[src/rtl/rx_fc_pkg.sv]
package rx_fc_pkg;
  typedef enum logic [1:0] {
    KIND_CFG   = 2'd0,
    KIND_LOW   = 2'd1,
    KIND_HIGH  = 2'd2,
    KIND_ALLOC = 2'd3
  } fc_kind_e;

  localparam int LOAD_FLAG_BIT = 31;

  function automatic int pair_en_bit(input int ch);
    return (ch >> 1) + 1;
  endfunction
endpackage

[src/rtl/fc_reg_decode.sv]
module fc_reg_decode
  import rx_fc_pkg::*;
#(
  parameter int NUM_CH   = 4,
  parameter int CNT_W    = 8,
  parameter int CH_W     = 2,
  parameter int CFG_W    = 3,
  parameter int LOW_RST  = 21,
  parameter int HIGH_RST = 42
) (
  input  logic                    clk,
  input  logic                    rst_n,
  input  logic                    wr_en,
  input  logic [CH_W+1:0]         wr_addr,
  input  logic [31:0]             wr_data,
  output logic                    master_en,
  output logic [NUM_CH-1:0]       pair_en,
  output logic [NUM_CH*CNT_W-1:0] low_thr,
  output logic [NUM_CH*CNT_W-1:0] high_thr,
  output logic [NUM_CH-1:0]       add_vld,
  output logic [NUM_CH-1:0]       load_vld,
  output logic [CNT_W-1:0]        wr_val
);
  fc_kind_e         kind;
  logic [CH_W-1:0]  wr_ch;
  logic             cfg_we;
  logic [CFG_W-1:0] cfg_d, cfg_q;
  logic             unused_bits;

  assign kind        = fc_kind_e'(wr_addr[1:0]);
  assign wr_ch       = wr_addr[CH_W+1:2];
  assign wr_val      = wr_data[CNT_W-1:0];
  assign unused_bits = ^wr_data[30:CNT_W];

  always_comb begin
    cfg_we = wr_en && (kind == KIND_CFG);
    cfg_d  = cfg_we ? wr_data[CFG_W-1:0] : cfg_q;
  end

  always_ff @(posedge clk or negedge rst_n) begin
    if (!rst_n) cfg_q <= '0;
    else if (cfg_we) cfg_q <= cfg_d;
  end

  assign master_en = cfg_q[0];

  for (genvar c = 0; c < NUM_CH; c++) begin : g_ch
    logic             hit, low_we, high_we;
    logic [CNT_W-1:0] low_d, low_q, high_d, high_q;

    always_comb begin
      hit         = wr_en && (wr_ch == CH_W'(c));
      low_we      = hit && (kind == KIND_LOW);
      high_we     = hit && (kind == KIND_HIGH);
      add_vld[c]  = hit && (kind == KIND_ALLOC) && !wr_data[LOAD_FLAG_BIT];
      load_vld[c] = hit && (kind == KIND_ALLOC) &&  wr_data[LOAD_FLAG_BIT];
      low_d       = low_we  ? wr_val : low_q;
      high_d      = high_we ? wr_val : high_q;
    end

    always_ff @(posedge clk or negedge rst_n) begin
      if (!rst_n) begin
        low_q  <= CNT_W'(LOW_RST);
        high_q <= CNT_W'(HIGH_RST);
      end else begin
        if (low_we)  low_q  <= low_d;
        if (high_we) high_q <= high_d;
      end
    end

    assign low_thr[c*CNT_W +: CNT_W]  = low_q;
    assign high_thr[c*CNT_W +: CNT_W] = high_q;
    assign pair_en[c] = cfg_q[pair_en_bit(c)];

    AST_ALLOC_EXCL: assert property (@(posedge clk) disable iff (!rst_n)
      !(add_vld[c] && load_vld[c])) else $error("alloc add and load together");
  end
endmodule

[src/rtl/fc_buf_counter.sv]
module fc_buf_counter #(
  parameter int CNT_W = 8
) (
  input  logic             clk,
  input  logic             rst_n,
  input  logic             add_vld,
  input  logic             load_vld,
  input  logic [CNT_W-1:0] wr_val,
  input  logic             consume,
  output logic [CNT_W-1:0] count
);
  localparam int SUM_W = CNT_W + 1;
  localparam logic [SUM_W-1:0] SAT_LIM = {1'b0, {CNT_W{1'b1}}};
  localparam logic [CNT_W-1:0] CNT_MAX = {CNT_W{1'b1}};

  logic [CNT_W-1:0] add_amt, count_d, count_q;
  logic [SUM_W-1:0] sum, net;
  logic             cnt_en;

  always_comb begin
    add_amt = add_vld ? wr_val : '0;
    sum     = {1'b0, count_q} + {1'b0, add_amt};
    net     = (consume && (sum != '0)) ? sum - SUM_W'(1) : sum;
    count_d = (net > SAT_LIM) ? CNT_MAX : net[CNT_W-1:0];
    if (load_vld) count_d = wr_val;
    cnt_en  = add_vld || load_vld || consume;
  end

  always_ff @(posedge clk or negedge rst_n) begin
    if (!rst_n) count_q <= '0;
    else if (cnt_en) count_q <= count_d;
  end

  assign count = count_q;

  AST_LOAD_WINS: assert property (@(posedge clk) disable iff (!rst_n)
    load_vld |=> count == $past(wr_val)) else $error("load not taken");
  AST_FLOOR_ZERO: assert property (@(posedge clk) disable iff (!rst_n)
    (!load_vld && !add_vld && consume && count == '0) |=> count == '0) else $error("wrap below zero");
  AST_DEC_ONE: assert property (@(posedge clk) disable iff (!rst_n)
    (!load_vld && !add_vld && consume && count != '0) |=> count == $past(count) - CNT_W'(1)) else $error("bad decrement");
  AST_NO_OVERFLOW: assert property (@(posedge clk) disable iff (!rst_n)
    (!load_vld && !consume && add_vld && count == CNT_MAX) |=> count == CNT_MAX) else $error("wrap above max");
endmodule

[src/rtl/fc_hyst.sv]
module fc_hyst #(
  parameter int CNT_W = 8
) (
  input  logic             clk,
  input  logic             rst_n,
  input  logic [CNT_W-1:0] count,
  input  logic [CNT_W-1:0] low_thr,
  input  logic [CNT_W-1:0] high_thr,
  output logic             req_st
);
  logic below, at_high, st_d, st_q;

  always_comb begin
    below   = count < low_thr;
    at_high = count >= high_thr;
    st_d    = st_q;
    if (below)        st_d = 1'b1;
    else if (at_high) st_d = 1'b0;
  end

  always_ff @(posedge clk or negedge rst_n) begin
    if (!rst_n) st_q <= 1'b0;
    else        st_q <= st_d;
  end

  assign req_st = st_q;

  AST_REQ_SET: assert property (@(posedge clk) disable iff (!rst_n)
    (count < low_thr) |=> req_st) else $error("request did not set");
  AST_REQ_CLR: assert property (@(posedge clk) disable iff (!rst_n)
    (count >= low_thr && count >= high_thr) |=> !req_st) else $error("request did not clear");
  AST_REQ_HOLD: assert property (@(posedge clk) disable iff (!rst_n)
    (count >= low_thr && count < high_thr) |=> $stable(req_st)) else $error("request moved in band");
endmodule

[src/rtl/rx_fc_tracker.sv]
module rx_fc_tracker
  import rx_fc_pkg::*;
#(
  parameter  int NUM_CH     = 4,
  parameter  int CNT_W      = 8,
  parameter  int RING_DEPTH = 64,
  localparam int CH_W       = (NUM_CH > 1) ? $clog2(NUM_CH) : 1,
  localparam int ADDR_W     = CH_W + 2
) (
  input  logic                    clk,
  input  logic                    rst_n,
  input  logic                    wr_en,
  input  logic [ADDR_W-1:0]       wr_addr,
  input  logic [31:0]             wr_data,
  input  logic [NUM_CH-1:0]       consume,
  output logic [NUM_CH-1:0]       fc_req,
  output logic [NUM_CH*CNT_W-1:0] buf_count
);
  localparam int CFG_W    = ((NUM_CH - 1) >> 1) + 2;
  localparam int LOW_RST  = RING_DEPTH / 3;
  localparam int HIGH_RST = (RING_DEPTH * 2) / 3;

  logic                    master_en;
  logic [NUM_CH-1:0]       pair_en, add_vld, load_vld;
  logic [NUM_CH*CNT_W-1:0] low_thr, high_thr;
  logic [CNT_W-1:0]        wr_val;

  fc_reg_decode #(
    .NUM_CH(NUM_CH), .CNT_W(CNT_W), .CH_W(CH_W), .CFG_W(CFG_W),
    .LOW_RST(LOW_RST), .HIGH_RST(HIGH_RST)
  ) u_regs (
    .clk(clk), .rst_n(rst_n), .wr_en(wr_en), .wr_addr(wr_addr), .wr_data(wr_data),
    .master_en(master_en), .pair_en(pair_en), .low_thr(low_thr), .high_thr(high_thr),
    .add_vld(add_vld), .load_vld(load_vld), .wr_val(wr_val)
  );

  for (genvar c = 0; c < NUM_CH; c++) begin : g_chan
    logic [CNT_W-1:0] cnt;
    logic             req_st;

    fc_buf_counter #(.CNT_W(CNT_W)) u_cnt (
      .clk(clk), .rst_n(rst_n), .add_vld(add_vld[c]), .load_vld(load_vld[c]),
      .wr_val(wr_val), .consume(consume[c]), .count(cnt)
    );

    fc_hyst #(.CNT_W(CNT_W)) u_hyst (
      .clk(clk), .rst_n(rst_n), .count(cnt),
      .low_thr(low_thr[c*CNT_W +: CNT_W]), .high_thr(high_thr[c*CNT_W +: CNT_W]),
      .req_st(req_st)
    );

    assign fc_req[c] = req_st && master_en && pair_en[c];
    assign buf_count[c*CNT_W +: CNT_W] = cnt;

    AST_GATED_OFF: assert property (@(posedge clk) disable iff (!rst_n)
      !(master_en && pair_en[c]) |-> !fc_req[c]) else $error("request leaked while disabled");
  end
endmodule

[config.mk]
export PLATFORM = sky130hd
export DESIGN_NAME = rx_fc_tracker
export DESIGN_NICKNAME = d
export VERILOG_FILES = /design/src/rtl/rx_fc_pkg.sv /design/src/rtl/fc_reg_decode.sv /design/src/rtl/fc_buf_counter.sv /design/src/rtl/fc_hyst.sv /design/src/rtl/rx_fc_tracker.sv
export SDC_FILE = /design/constraint.sdc
export NUM_CORES = 1
export LEC_CHECK = 0
export CAP_MARGIN = 20
export CORE_MARGIN = 5
export CORE_UTILIZATION = 60
export CTS_CLUSTER_SIZE = 40
export DETAILED_ROUTE_END_ITERATION = 8
export GPL_ROUTABILITY_DRIVEN = 0
export PLACE_DENSITY = 0.8
export SLEW_MARGIN = 15
export SYNTH_ARGS = -nofsm -noshare
export SYNTH_HDL_FRONTEND = slang
export SYNTH_SLANG_ARGS = --single-unit
export TNS_END_PERCENT = 30
[constraint.sdc]
create_clock -name clk -period 5.65 [get_ports clk]
set_input_delay 1.13 -clock clk [delete_from_list [all_inputs] [get_ports clk]]
set_output_delay 1.13 -clock clk [all_outputs]
set_load 0.01 [all_outputs]
==> metrics.yaml, run 1 <==
status: "complete, no violations"
drt_iter0_drc: 388
hold_violations: 0
num_rows: 42
grt_usage_pct: 23.6
core_sq_mm: 0.0132
totalWireLength_um: 18600
drv_slew: 0
cts-buffers-inserted: 9
cts-resized-gates: 0
ys.flop_type: "dfrtp_1"
drive_gt1_share_pct: 11.9
die_y_um: 126
rsz0062_at_grt: "no"
start_util_pct: 61.1
post_cts_buffers: 0
area_growth_pct: 13.7
ys_types: 59
yosysWarnings: 0
clock_path_buffers: 2
worstSetupEndpointType: "flop"
tns_ns: 0
final_nets: 1118
grt_pass1_wl_um: 31400
synth_area_per_cell_sq_um: 8.82
clock_latency_ns: 0.35
layout_common_cells: "101 x ha_1, 91 x nand2_1, 80 x o21ai_0"
async_flop_share_pct: 100
required_ns: 5.85
setup_viol: 0
syn_area_sq_mm: 0.00805
finish.utilization_pct: 69.4
synth_edf_count: 0
cts-root-buf: "clkbuf_16"
path_max_fanout: 8
antenna_found_initial: 0
cts.sinks: 103
total_leakage_power_nw: 4.31
ant_nets: 0
path_class: "input pin to flop"
drc: 0
cap_violations: 0
ys_seq_area_share_pct: 32.4
antenna_cells: 0
ctsHoldBuffers: 0
overflow: 0
mostFrequentLayoutCell: "ha_1"
hpwl_um: 14100
clk_pin_slew_ns: 0.07
synthCells: 913
portBuffers: 55
dieArea_sq_mm: 0.0158
grt_pass1_vias: 6491
grt_max_degree: 59
max_freq_ghz: 0.208
die_w_um: 126
finalCritPeriodShare_pct: 85.2
fin_skew_ns: 0.00748
relSlewSlack_pct: 37.5
p_per_area_mw_per_mm2: 384
cts_tree: "built"
detail_route.wl_per_cell_um: 16.2
start_kind: "input pin"
synth_fp_nets: 1061
first_pass_iters: 5
worstMarginPinSlew_ns: 0.933
vias: 6801
cp.arrival_ns: 5.01
fin_crit_ns: 4.81
ys_seq_elements: 103
hold_path_class: "flop to flop"
cts.htree.levels: 3
viasPerCell: 5.91
ir_drop_v: 0.000249
whs_path_depth: 2
ioPinCount: 79
r2r_cells: 10
==> per-stage QoR <==
step                instances  power, mW  area [sq um]  setup WS [ns]  hold WS, ns
floorplan                 913       2.31          8050           1.60        0.478
global placement         1135       2.78          8840          0.684        0.487
detailed placement       1135       2.85          8840          0.542        0.494
CTS                      1151       3.53          9150          0.916        0.512
global route             1151       3.80          9150          0.596        0.520
finish                   1151       3.51          9150          0.835        0.508
==> where the power goes <==
group / switching [mW] / internal [mW] / leakage [nW]
combinational: 0.832 / 0.829 / 2.99
clock: 0.299 / 0.354 / 0.153
sequential: 0.218 / 0.978 / 1.17
total: 1.35 / 2.16 / 4.31
==> flip-flops by register name (all words and copies together), names as in the netlist <==
name and cells:
u_regs.cfg_q 3, u_regs.g_ch.high_q 32, g_chan.u_cnt.count 32, u_regs.g_ch.low_q 32, g_chan.u_hyst.req_st 4
==> cell families (layout without fill, tap and decap cells) <==
kind of cell               count (synthesis)  count (layout)  synth area share (%)
and+or+nand+nor                          279             279                  17.7
AOI/OAI and AO/OA                        272             272                  21.6
adders and majority gates                105             105                  16.7
DFF                                      103             103                  32.4
buffers and inverters                     97             159                  4.52
xor gates and xnor gates                  29              29                  3.15
muxes                                     28              28                  3.90
==> cell usage after synthesis, types with 5 or more instances <==
| library cell | n | share of area, % |
|---|---|---|
| a21oi_2 | 6 | 0.65 |
| nand3_1 | 21 | 1.3 |
| o22ai_1 | 19 | 1.5 |
| a31oi_1 | 9 | 0.70 |
| nor2_1 | 35 | 1.6 |
| a21o_1 | 48 | 4.5 |
| nor3_1 | 21 | 1.3 |
| or2_2 | 10 | 0.78 |
| dfrtp_1 | 79 | 25 |
| dfstp_2 | 24 | 7.8 |
| a211oi_1 | 6 | 0.56 |
| or3_1 | 6 | 0.47 |
| nand4_1 | 5 | 0.39 |
| xor2_1 | 8 | 0.87 |
| nand2_1 | 91 | 4.2 |
| a21oi_1 | 60 | 3.7 |
| ha_1 | 101 | 16 |
| xnor2_1 | 21 | 2.3 |
| mux2_2 | 27 | 3.8 |
| and3_1 | 13 | 1.0 |
| and2_1 | 39 | 3.0 |
| clkbuf_1 | 23 | 1.1 |
| inv_1 | 73 | 3.4 |
| o21ai_0 | 80 | 5.0 |
| nand2b_1 | 16 | 1.2 |
==> per-layer routing <==
metal  GRT usage (%)  wire length (um)
met5               0                 0
met4            6.50               395
met3            4.15               745
met2            38.9              8830
met1            32.3              8670
==> path summary, 6_finish.rpt <==
| kind | slack (ns) | to | from |
|---|---|---|---|
| min in group asynchronous | 0.82 | g_chan[1].u_cnt.count[1]$_DFFE_PN0P_ | rst_n |
| hold reg to reg | 0.51 | u_regs.g_ch[1].low_q[2]$_DFFE_PN1P_ | u_regs.g_ch[1].low_q[2]$_DFFE_PN1P_ |
| setup reg to reg | 2.44 | g_chan[3].u_cnt.count[3]$_DFFE_PN0P_ | g_chan[3].u_cnt.count[0]$_DFFE_PN0P_ |
| setup / recovery | 0.84 | g_chan[3].u_cnt.count[3]$_DFFE_PN0P_ | wr_addr[1] |
| max in group asynchronous | 3.74 | g_chan[3].u_hyst.req_st$_DFFE_PN0P_ | rst_n |
| hold / removal | 0.51 | u_regs.g_ch[1].low_q[2]$_DFFE_PN1P_ | u_regs.g_ch[1].low_q[2]$_DFFE_PN1P_ |
==> critical path: stages <==
cell,delay (ns)
clkdlybuf4s50_1,0.52
nand3_1,0.36
nor3_1,0.09
buf_4,0.19
and2_1,0.16
ha_1,0.22
fa_1,0.45
and3_1,0.26
nor3_1,0.29
o211ai_1,0.15
a31oi_1,0.28
and2_1,0.19
a21oi_1,0.08
nor3_2,0.49
a31oi_1,0.15
==> cell type report <==
type                    instances  area [sq um]
flip-flops and latches        103          2610
clock buffers                   9           225
multi-input cells             713          5080
repair buffers                 70           661
fillers                      1062          4040
well taps                     176           220
inverters                      73           274
clock inverters                 7          85.1
Power figures use the tool's default switching activity.
==> run 2: changes to the inputs <==
--- a/config.mk
+++ b/config.mk
@@ -12,7 +12,7 @@
 export DETAILED_ROUTE_END_ITERATION = 8
 export GPL_ROUTABILITY_DRIVEN = 0
 export PLACE_DENSITY = 0.8
-export SLEW_MARGIN = 15
+export SLEW_MARGIN = 0
 export SYNTH_ARGS = -nofsm -noshare
 export SYNTH_HDL_FRONTEND = slang
 export SYNTH_SLANG_ARGS = --single-unit
==> results of run 2 <==
No change in the layout: final DEF, timing and power equal those of run 1.
